## config.mk

```make
export PLATFORM = sky130hd
export DESIGN_NAME = sram_strobe_ctrl
export DESIGN_NICKNAME = d
export VERILOG_FILES = /design/src/rtl/sram_ctrl_pkg.sv /design/src/rtl/sram_phase_timer.sv /design/src/rtl/sram_strobe_fsm.sv /design/src/rtl/sram_strobe_ctrl.sv
export SDC_FILE = /design/constraint.sdc
export NUM_CORES = 1
export LEC_CHECK = 0
export BUFFER_PORTS_ARGS = -buffer_cell sky130_fd_sc_hd__buf_4
export CELL_PAD_IN_SITES_DETAIL_PLACEMENT = 0
export CELL_PAD_IN_SITES_GLOBAL_PLACEMENT = 1
export CORE_ASPECT_RATIO = 1.75
export CORE_MARGIN = 2
export CORE_UTILIZATION = 36
export DETAILED_ROUTE_END_ITERATION = 16
export PLACE_DENSITY = 0.8
export SYNTH_ARGS = -nofsm -noshare
export SYNTH_HDL_FRONTEND = slang
export SYNTH_SLANG_ARGS = --single-unit
```

## constraint.sdc

```tcl
create_clock -name clk -period 2.1 [get_ports clk]
set_input_delay 0.42 -clock clk [delete_from_list [all_inputs] [get_ports clk]]
set_output_delay 0.42 -clock clk [all_outputs]
set_load 0.1 [all_outputs]
```

## src/rtl/sram_ctrl_pkg.sv

```systemverilog
package sram_ctrl_pkg;

    typedef enum logic [2:0] {
        PH_IDLE,
        PH_SETUP,
        PH_RD_ACC,
        PH_WR_OPEN,
        PH_WR_DRIVE,
        PH_HOLD,
        PH_RECOV
    } phase_t;

endpackage

```

## src/rtl/sram_phase_timer.sv

```systemverilog
module sram_phase_timer #(
    parameter int CNT_W = 3
) (
    input  logic             clk,
    input  logic             rst_n,
    input  logic             load,
    input  logic [CNT_W-1:0] load_val,
    output logic             zero
);

    logic [CNT_W-1:0] cnt_q;

    always_ff @(posedge clk or negedge rst_n) begin
        if (!rst_n) begin
            cnt_q <= '0;
        end else if (load) begin
            cnt_q <= load_val;
        end else if (cnt_q != '0) begin
            cnt_q <= cnt_q - 1'b1;
        end
    end

    assign zero = (cnt_q == '0);

endmodule

```

## src/rtl/sram_strobe_fsm.sv

```systemverilog
module sram_strobe_fsm
    import sram_ctrl_pkg::*;
#(
    parameter int T_ACC = 4,
    parameter int T_WP  = 3,
    parameter int T_REC = 2,
    parameter int CNT_W = 3
) (
    input  logic             clk,
    input  logic             rst_n,
    input  logic             req,
    input  logic             req_we,
    input  logic             wr_inhibit,
    input  logic             tmr_zero,
    output logic             tmr_load,
    output logic [CNT_W-1:0] tmr_val,
    output logic             accept,
    output logic             capture,
    output logic             busy,
    output logic             ce_n,
    output logic             oe_n,
    output logic             we_n,
    output logic             dq_oe
);

    localparam logic [CNT_W-1:0] LD_ACC = CNT_W'(T_ACC - 1);
    localparam logic [CNT_W-1:0] LD_WP  = CNT_W'(T_WP - 2);
    localparam logic [CNT_W-1:0] LD_REC = CNT_W'(T_REC - 1);

    phase_t state_q, state_d;
    logic   op_wr_q;

    // state register and operation latch
    always_ff @(posedge clk or negedge rst_n) begin
        if (!rst_n) begin
            state_q <= PH_IDLE;
            op_wr_q <= 1'b0;
        end else begin
            state_q <= state_d;
            if (accept) begin
                op_wr_q <= req_we;
            end
        end
    end

    // next state and outputs
    always_comb begin
        state_d  = state_q;
        tmr_load = 1'b0;
        tmr_val  = '0;
        accept   = 1'b0;
        capture  = 1'b0;
        busy     = 1'b1;
        ce_n     = 1'b1;
        oe_n     = 1'b1;
        we_n     = 1'b1;
        dq_oe    = 1'b0;
        unique case (state_q)
            PH_IDLE: begin
                busy = 1'b0;
                if (req && !(req_we && wr_inhibit)) begin
                    accept  = 1'b1;
                    state_d = PH_SETUP;
                end
            end
            PH_SETUP: begin
                if (op_wr_q) begin
                    state_d = PH_WR_OPEN;
                end else begin
                    tmr_load = 1'b1;
                    tmr_val  = LD_ACC;
                    state_d  = PH_RD_ACC;
                end
            end
            PH_RD_ACC: begin
                ce_n = 1'b0;
                oe_n = 1'b0;
                if (tmr_zero) begin
                    capture = 1'b1;
                    state_d = PH_HOLD;
                end
            end
            PH_WR_OPEN: begin
                ce_n     = 1'b0;
                we_n     = 1'b0;
                tmr_load = 1'b1;
                tmr_val  = LD_WP;
                state_d  = PH_WR_DRIVE;
            end
            PH_WR_DRIVE: begin
                ce_n  = 1'b0;
                we_n  = 1'b0;
                dq_oe = 1'b1;
                if (tmr_zero) begin
                    state_d = PH_HOLD;
                end
            end
            PH_HOLD: begin
                if (op_wr_q && (T_REC != 0)) begin
                    tmr_load = 1'b1;
                    tmr_val  = LD_REC;
                    state_d  = PH_RECOV;
                end else begin
                    state_d = PH_IDLE;
                end
            end
            PH_RECOV: begin
                if (tmr_zero) begin
                    state_d = PH_IDLE;
                end
            end
            default: begin
                state_d = PH_IDLE;
            end
        endcase
    end

endmodule

```

## src/rtl/sram_strobe_ctrl.sv

```systemverilog
module sram_strobe_ctrl #(
    parameter int ADDR_W = 19,
    parameter int DATA_W = 8,
    parameter int T_ACC  = 4,
    parameter int T_WP   = 3,
    parameter int T_REC  = 2
) (
    input  logic              clk,
    input  logic              rst_n,
    input  logic              req,
    input  logic              req_we,
    input  logic [ADDR_W-1:0] req_addr,
    input  logic [DATA_W-1:0] req_wdata,
    input  logic              wr_inhibit,
    output logic              busy,
    output logic [DATA_W-1:0] rdata,
    output logic              rvalid,
    output logic [ADDR_W-1:0] mem_addr,
    output logic              mem_ce_n,
    output logic              mem_oe_n,
    output logic              mem_we_n,
    output logic [DATA_W-1:0] mem_dq_o,
    output logic              mem_dq_oe,
    input  logic [DATA_W-1:0] mem_dq_i
);

    localparam int MAX_AW = (T_ACC > T_WP) ? T_ACC : T_WP;
    localparam int MAX_T  = (MAX_AW > T_REC) ? MAX_AW : T_REC;
    localparam int CNT_W  = (MAX_T < 2) ? 1 : $clog2(MAX_T);

    logic             tmr_load;
    logic [CNT_W-1:0] tmr_val;
    logic             tmr_zero;
    logic             accept;
    logic             capture;

    logic [ADDR_W-1:0] addr_q;
    logic [DATA_W-1:0] wdata_q;
    logic [DATA_W-1:0] rdata_q;
    logic              rvalid_q;

    sram_phase_timer #(.CNT_W(CNT_W)) u_timer (
        .clk      (clk),
        .rst_n    (rst_n),
        .load     (tmr_load),
        .load_val (tmr_val),
        .zero     (tmr_zero)
    );

    sram_strobe_fsm #(
        .T_ACC (T_ACC),
        .T_WP  (T_WP),
        .T_REC (T_REC),
        .CNT_W (CNT_W)
    ) u_fsm (
        .clk        (clk),
        .rst_n      (rst_n),
        .req        (req),
        .req_we     (req_we),
        .wr_inhibit (wr_inhibit),
        .tmr_zero   (tmr_zero),
        .tmr_load   (tmr_load),
        .tmr_val    (tmr_val),
        .accept     (accept),
        .capture    (capture),
        .busy       (busy),
        .ce_n       (mem_ce_n),
        .oe_n       (mem_oe_n),
        .we_n       (mem_we_n),
        .dq_oe      (mem_dq_oe)
    );

    always_ff @(posedge clk or negedge rst_n) begin
        if (!rst_n) begin
            addr_q   <= '0;
            wdata_q  <= '0;
            rdata_q  <= '0;
            rvalid_q <= 1'b0;
        end else begin
            if (accept) begin
                addr_q  <= req_addr;
                wdata_q <= req_wdata;
            end
            if (capture) begin
                rdata_q <= mem_dq_i;
            end
            rvalid_q <= capture;
        end
    end

    assign mem_addr = addr_q;
    assign mem_dq_o = wdata_q;
    assign rdata    = rdata_q;
    assign rvalid   = rvalid_q;

endmodule

```

==> Word level (Yosys, flattened, before mapping) <==
Index checks and enable logic that the tools add are counted.
{ "totals": {"out_inout_bits": 41, "regBits": 42, "input_bits": 40} }
{ "classes": {"eq_ne": 9, "reduce_logical": 11, "n_mux": 23, "add_sub_neg": 1} }
{ "ops": {"columns": ["op", "n"], "rows": [
  ["one-hot mux 3 bit (6 select lines)", 1],
  ["2-to-1 mux 1 bit", 13],
  ["2-to-1 mux 3 bit", 4],
  ["equality test 3 bit, second input constant", 3],
  ["equality test 3 x 2 -> 1 bit, second input constant", 2],
  ["2-to-1 mux 2 bit", 3],
  ["one-hot mux 2 bit (3 select lines)", 1],
  ["inequality test 2 x 1 -> 1 bit, second input constant", 2],
  ["nonzero test 2 bit", 2],
  ["OR reduction 2 bit", 2],
  ["equality test 3 x 1 -> 1 bit, second input constant", 1],
  ["logical NOT 3 bit", 1],
  ["one-hot mux 1 bit (3 select lines)", 1],
  ["AND reduction 3 bit", 1],
  ["OR reduction 3 bit", 1],
  ["logical AND 1 bit", 2],
  ["logical NOT 2 bit", 1],
  ["inequality test 2 bit, second input constant", 1],
  ["subtractor 2 x 1 -> 2 bit, second input constant", 1],
  ["logical NOT 1 bit", 1]
]} }

==> Longest topological paths before layout <==
Gate-level depths: netlist of run 1.
{ "depth": {"ltp_word": 5, "mapped_depth": 5} }

==> Modules after synthesis <==
A second synthesis of run 1 with hierarchy kept.
{ "unflattened": {"hier_cells": 126, "hier_area_um2": 1851.8} }
{ "by_module_without_submodules": {"columns": ["module", "cells_each", "instances", "area_each_um2"], "rows": [
  ["sram_strobe_ctrl", 75, 1, 1426.4],
  ["sram_strobe_fsm", 39, 1, 311.5],
  ["sram_phase_timer", 12, 1, 113.9]
]} }

==> Least setup slack after synthesis of run 1 <==
OpenSTA, ideal clock, no wires.
{ "synth_timing": {"path_kind": "flip-flop to output port", "from": "register u_fsm.state_q[1]", "to": "output mem_ce_n", "required_time_ps": 1680, "n_path_buf": 1, "stages_incl_launch_ff": 5, "t_arrival_ps": 5121, "setup_slack_ps": -3441, "cell_sequence": "dfrtp_1 -> buf_2 -> nor3b_1 -> a21oi_1 -> and2_1"} }
{ "synth_via": {"elab_chain_len": 3, "word_cells_on_any_way": 5} }
{ "synth_rtl": {"columns": ["element", "line", "rtl"], "rows": [
  ["from (decl)", "sram_strobe_fsm.sv:30", "phase_t state_q, state_d;"],
  ["from (signal assigned)", "sram_strobe_fsm.sv:39", "state_q <= state_d;"],
  ["equality test 3 x 2 -> 1 bit or equality test 3 bit (tied branches)", "sram_strobe_fsm.sv:58", "unique case (state_q)"],
  ["OR reduction 3 bit (no source line) (*)", null, null],
  ["2-to-1 mux 1 bit (*)", "sram_strobe_fsm.sv:58", null],
  ["to (decl)", "sram_strobe_ctrl.sv:19", "output logic mem_ce_n,"]
]} }
Mark *: on every way between the ends. The rest lies on a longest branch, timed or not.

==> Final worst setup path of run 1 <==
{ "layout_timing": {"from": "register u_fsm.state_q[2]", "to": "output mem_ce_n"} }
The elaborated chain is that of the path after synthesis.

==> impl_metrics.yaml, run 1 <==
outcome:
  run_status: "finished clean"
critical_path:
  crit_path_max_fanout: 10
  critPathKind: "reg2out"
  path_cells: "nor3b_4 -> a21oi_4 -> and2_4 -> buf_4"
  required_ps: 1680
  r2r-start: "u_fsm.state_q[1]"
  crit_start: "u_fsm.state_q[2]"
  slowest_delay_ps: 560
  ff2ff_path_depth: 3
  worstPathArrival_ps: 1590
  r2r_slack_ps: 230
  endpoint_kind: "output port"
  start_kind: "flip-flop"
  crit_slowest_cell: "dfrtp_1"
timing:
  setup_viol: 0
  finalWorstPathRequiredPeriod_ps: 2010
  rsz0062_at_grt: "false"
  fmax_mhz: 497
  relSlewSlack_pct: 65.4
  fin_hold_ws_ps: 97.0
  drv_slew: 0
  skew_ps: 5.52
  tightest_slew_ps: 519
  hold_viol_final: 0
  min_period_over_period_pct: 95.9
detailed_routing:
  dr_total_vias: 1233
  routed_wl_um: 3910
  wl_per_cell_um: 15.1
  drcViolationCount: 0
  drt-met1-wl_um: 1420
  first_pass_iters: 4
  antenna_left: 0
  top_layer_used: "met4"
  dr_wl_met3_um: 251
  route.met2.wl_um: 2120
  routed_via_density: 4.76
  dr.first_iter.drc_count: 7
die:
  rows: 34
  die_h_um: 98.0
  pin_count: 81
  start_util_pct: 36.8
  die_area_um2: 5650
  coreArea_um2: 4930
  die_w_um: 57.7
cts:
  cts_post_setup_buffers_inserted: 0
  cts_tree: "built"
  htree_levels: 2
  clk_pin_slew_ps: 80
  clock_sinks: 42
  cts_buffers: 5
  clk_latency_ps: 290
  hold_buffers: 0
  root_buffer: "clkbuf_8"
  clock_path_buffers: 2
  cts-resized-gates: 1
synth:
  synth_cells: 121
  yosysTopAreaCellShare_pct: 57.9
  synth_most_common_cell: "dfrtp_1"
  avgSynthCellArea_um2: 15.0
  synthTopCellsByCount: "dfrtp_1, mux2_4, mux2_2"
  synth-seq-area-share_pct: 57.9
  yosys_warnings: 0
  synth_area_leaders: "dfrtp_1, mux2_4, mux2_2"
  syn-num-nets: 162
  synthArstFlopShare_pct: 100
  synth_cell_types: 24
  ys_ff_latch: 42
  synth_ff_type: "dfrtp_1"
  syn_area_um2: 1820
  synth_edf_count: 0
  synth.largest_area_cell: "dfrtp_1"
cells_and_area:
  diodes: 0
  final_nets: 245
  drive_gt1_share_pct: 64.9
  area_growth_pct: 41.7
  final_util_pct: 52.2
global_route:
  grt_pass1_wl_um: 6330
  grt_max_degree: 43
  overflow: 0
  grt_antenna_before_repair: 0
  grt_pass1_vias: 1307
  grt_usage_pct: 15.0
hold_path:
  hp-class: "in2async"
placed_design:
  hpwl_um: 2950
  portBuffers: 80
  gp_congestion: 0.822
run:
  cap_violations: 0
==> kinds of logic after synthesis <==
| kind of cell | after synthesis | share of synthesized area, % |
|---|---|---|
| multiplexers | 38 | 27.6 |
| flip-flops | 42 | 57.9 |
| AO/OA/AOI/OAI | 12 | 4.27 |
| XOR/XNOR | 2 | 0.964 |
| AND/OR/NAND/NOR | 14 | 5.10 |
| adder cells (fa/ha/maj) | 1 | 0.689 |
| buffers and inverters | 12 | 3.51 |
==> cells in the final DEF, fill, tap and decap left out, drive strengths merged <==
master	count
nor2b	2
nand2	4
nor2	3
inv	7
and3	1
buf	81
a21oi	3
clkbuf	7
xor2	1
nor3b	1
o21ai	4
mux2i	1
xnor2	1
a221oi	1
nor3	1
dfrtp	42
a31o	1
and2	1
a21o	2
ha	1
mux2	37
nand3	1
clkinv	1
a32o	1
==> layer usage <==
metal	global-route usage, %	vias up
li1	-	583
met1	16.8	590
met2	25.2	52
met3	4.37	8
met4	7.87	0
met5	0	-
==> worst max-delay path: cells and delay by family (launching register included) <==
kind | cells | cell delay, ps
AO/OA/AOI/OAI | 1 | 50
buffers and inverters | 1 | 220
flip-flops | 1 | 560
AND/OR/NAND/NOR | 2 | 470
==> layout make-up <==
class                   instances  area [um^2]
fillers                       436         2360
flip-flops and latches         42         1050
multi-input cells              67          729
repair buffers                 81          608
clock buffers                   7         86.3
well taps                      54         67.6
inverters                       7         26.3
clock inverters                 1         5.00
==> sequential cells by signal (all words and copies together), names as in the netlist <==
name and count:
mem_dq_o 8, mem_addr 19, u_fsm.state_q 3, rvalid 1, u_fsm.op_wr_q 1, rdata 8
u_timer.cnt_q 2
==> worst paths after layout <==
check,endpoint
worst max-delay path,mem_ce_n
worst min-delay path,mem_addr[15]
worst max register to register,mem_addr[4]
worst min register to register,rdata[2]
max in group asynchronous,u_fsm.state_q[0]
min in group clk,mem_addr[9]
==> per-stage QoR <==
stage          worst slack (ps)  area, um^2  std cells  setup TNS (ps)
2_1_floorplan              -471        1850        121            -555
3_3_place_gp                257        2480        251               0
3_5_place_dp                224        2480        251               0
4_1_cts                    29.0        2570        259               0
5_1_grt                    6.52        2570        259               0
6_report                   85.9        2570        259               0
Power of run 1 is left out: the tool's default activity adds up to more than one toggle a clock period on the data nets, which glitch-free logic cannot reach.
==> run 2, diff against run 1 <==
Settings changed: PLACE_DENSITY 0.8 to unset, PLACE_DENSITY_LB_ADDON set to 0.25.
==> run 2 against run 1 <==
Worst hold slack improved by 5.6 ps. Core utilization fell by 0.35 points. Clock skew rose by 3.4 ps. Routed wire length rose by 3.6%. Register-to-register slack improved by 80 ps. Sequential cell count did not move. Count of clock-buffer cells in the layout fell by 2. Worst setup slack improved by 21 ps. Critical path depth did not move. Cell count fell by 0.77%. Cell area fell by 0.68%. Critical path type unchanged.
==> impl_metrics.yaml, run 2 (same netlist as run 1, synthesis figures left out) <==
timing:
  hold_viol_final: 0
  relSlewSlack_pct: 64.8
  drv_slew: 0
  min_period_over_period_pct: 94.9
  fin_hold_ws_ps: 103
  setup_viol: 0
  skew_ps: 8.94
  tightest_slew_ps: 527
  finalWorstPathRequiredPeriod_ps: 1990
  rsz0062_at_grt: "false"
  fmax_mhz: 502
global_route:
  grt_max_degree: 43
  grt_antenna_before_repair: 0
  overflow: 0
  grt_pass1_wl_um: 6800
  grt_pass1_vias: 1406
  grt_usage_pct: 15.6
detailed_routing:
  wl_per_cell_um: 15.7
  routed_wl_um: 4040
  antenna_left: 0
  dr.first_iter.drc_count: 25
  routed_via_density: 4.80
  first_pass_iters: 3
  drcViolationCount: 0
  dr_total_vias: 1234
cells_and_area:
  final_nets: 244
  layout_commonest_cell: "buf_4"
  area_growth_pct: 40.8
  fillCellCount: 463
  final_cell_mix: "buf_4, dfrtp_1, mux2_4"
  fin_cells: 257
  drive_gt1_share_pct: 66.0
  diodes: 0
  seq_area_um2: 1050
  largest_register_ffs: 19
  multi_input_area_um2: 729
cts:
  cts_buffers: 5
  clock_path_buffers: 2
  cts_tree: "built"
  root_buffer: "clkbuf_8"
  hold_buffers: 0
  clock_sinks: 42
  cts_post_setup_buffers_inserted: 0
  clk_latency_ps: 290
  clk_pin_slew_ps: 80
  htree_levels: 2
  cts-resized-gates: 1
critical_path:
  critPathKind: "reg2out"
  reg2reg_to: "mem_addr[15]"
  crit_path_max_fanout: 8
  endpoint_kind: "output port"
  start_kind: "flip-flop"
  r2r-start: "u_fsm.state_q[1]"
  ff2ff_path_depth: 3
  required_ps: 1680
  r2r_slack_ps: 310
  worstPathArrival_ps: 1570
placed_design:
  hpwl_um: 3060
  dp.cells: 250
  gp_congestion: 0.813
  portBuffers: 80
die:
  rows: 34
  coreArea_um2: 4930
  pin_count: 81
  die_h_um: 98.0
  start_util_pct: 36.8
  die_w_um: 57.7
  die_area_um2: 5650
hold_path:
  hp-class: "in2async"
outcome:
  run_status: "finished clean"
run:
  cap_violations: 0
## run 2: cell types whose count changed in the layout (fill, tap and decap cells not counted)
cell / delta
clkbuf_8: -1
buf_4: -1
dfrtp_2: +2
dfrtp_1: -2
clkbuf_1: -1
clkinv_2: +1
## run 2: worst max path at each step
stage | from | endpoint | depth (start not counted)
after floorplan | u_fsm.state_q[1] | mem_ce_n | 4
after global placement | u_fsm.state_q[1] | mem_addr[11] | 3
after detailed placement | u_fsm.state_q[1] | mem_addr[7] | 3
after CTS | u_fsm.state_q[0] | mem_ce_n | 4
after global routing | u_fsm.state_q[0] | mem_ce_n | 4
final | u_fsm.state_q[0] | mem_ce_n | 4
## run 2: metal layers
layer	vias to the layer above	track usage (%)	part of all wire, %
met4	0	6.44	2.3
met1	596	18.2	38
li1	578	-	-
met5	-	0	0
met2	52	26.7	54
met3	8	3.84	5.9
## run 2: stage by stage
stage | cell area (um^2) | utilization [%] | setup WS (ps) | TNS (ps)
floorplan | 1850 | - | -471 | -555
global placement | 2470 | 50.1 | 283 | 0
detailed placement | 2470 | 50.1 | 228 | 0
CTS | 2550 | 51.7 | 12.1 | 0
global route | 2560 | 51.8 | 39.7 | 0
finish | 2560 | 51.8 | 107 | 0
## run 2: worst max-delay path: stages (launching register included)
cell and delay (ps):
dfrtp_2 480, nor2b_2 220, a21oi_4 160, and2_4 150, buf_4 280
## run 2: cell type report
type | instances | share of cell area, %
clock buffers | 5 | 2.69
repair buffers | 80 | 23.5
well taps | 54 | 2.64
inverters | 7 | 1.03
flip-flops and latches | 42 | 41.2
multi-input cells | 67 | 28.5
clock inverters | 2 | 0.391
Power of run 2 is left out for the same reason.
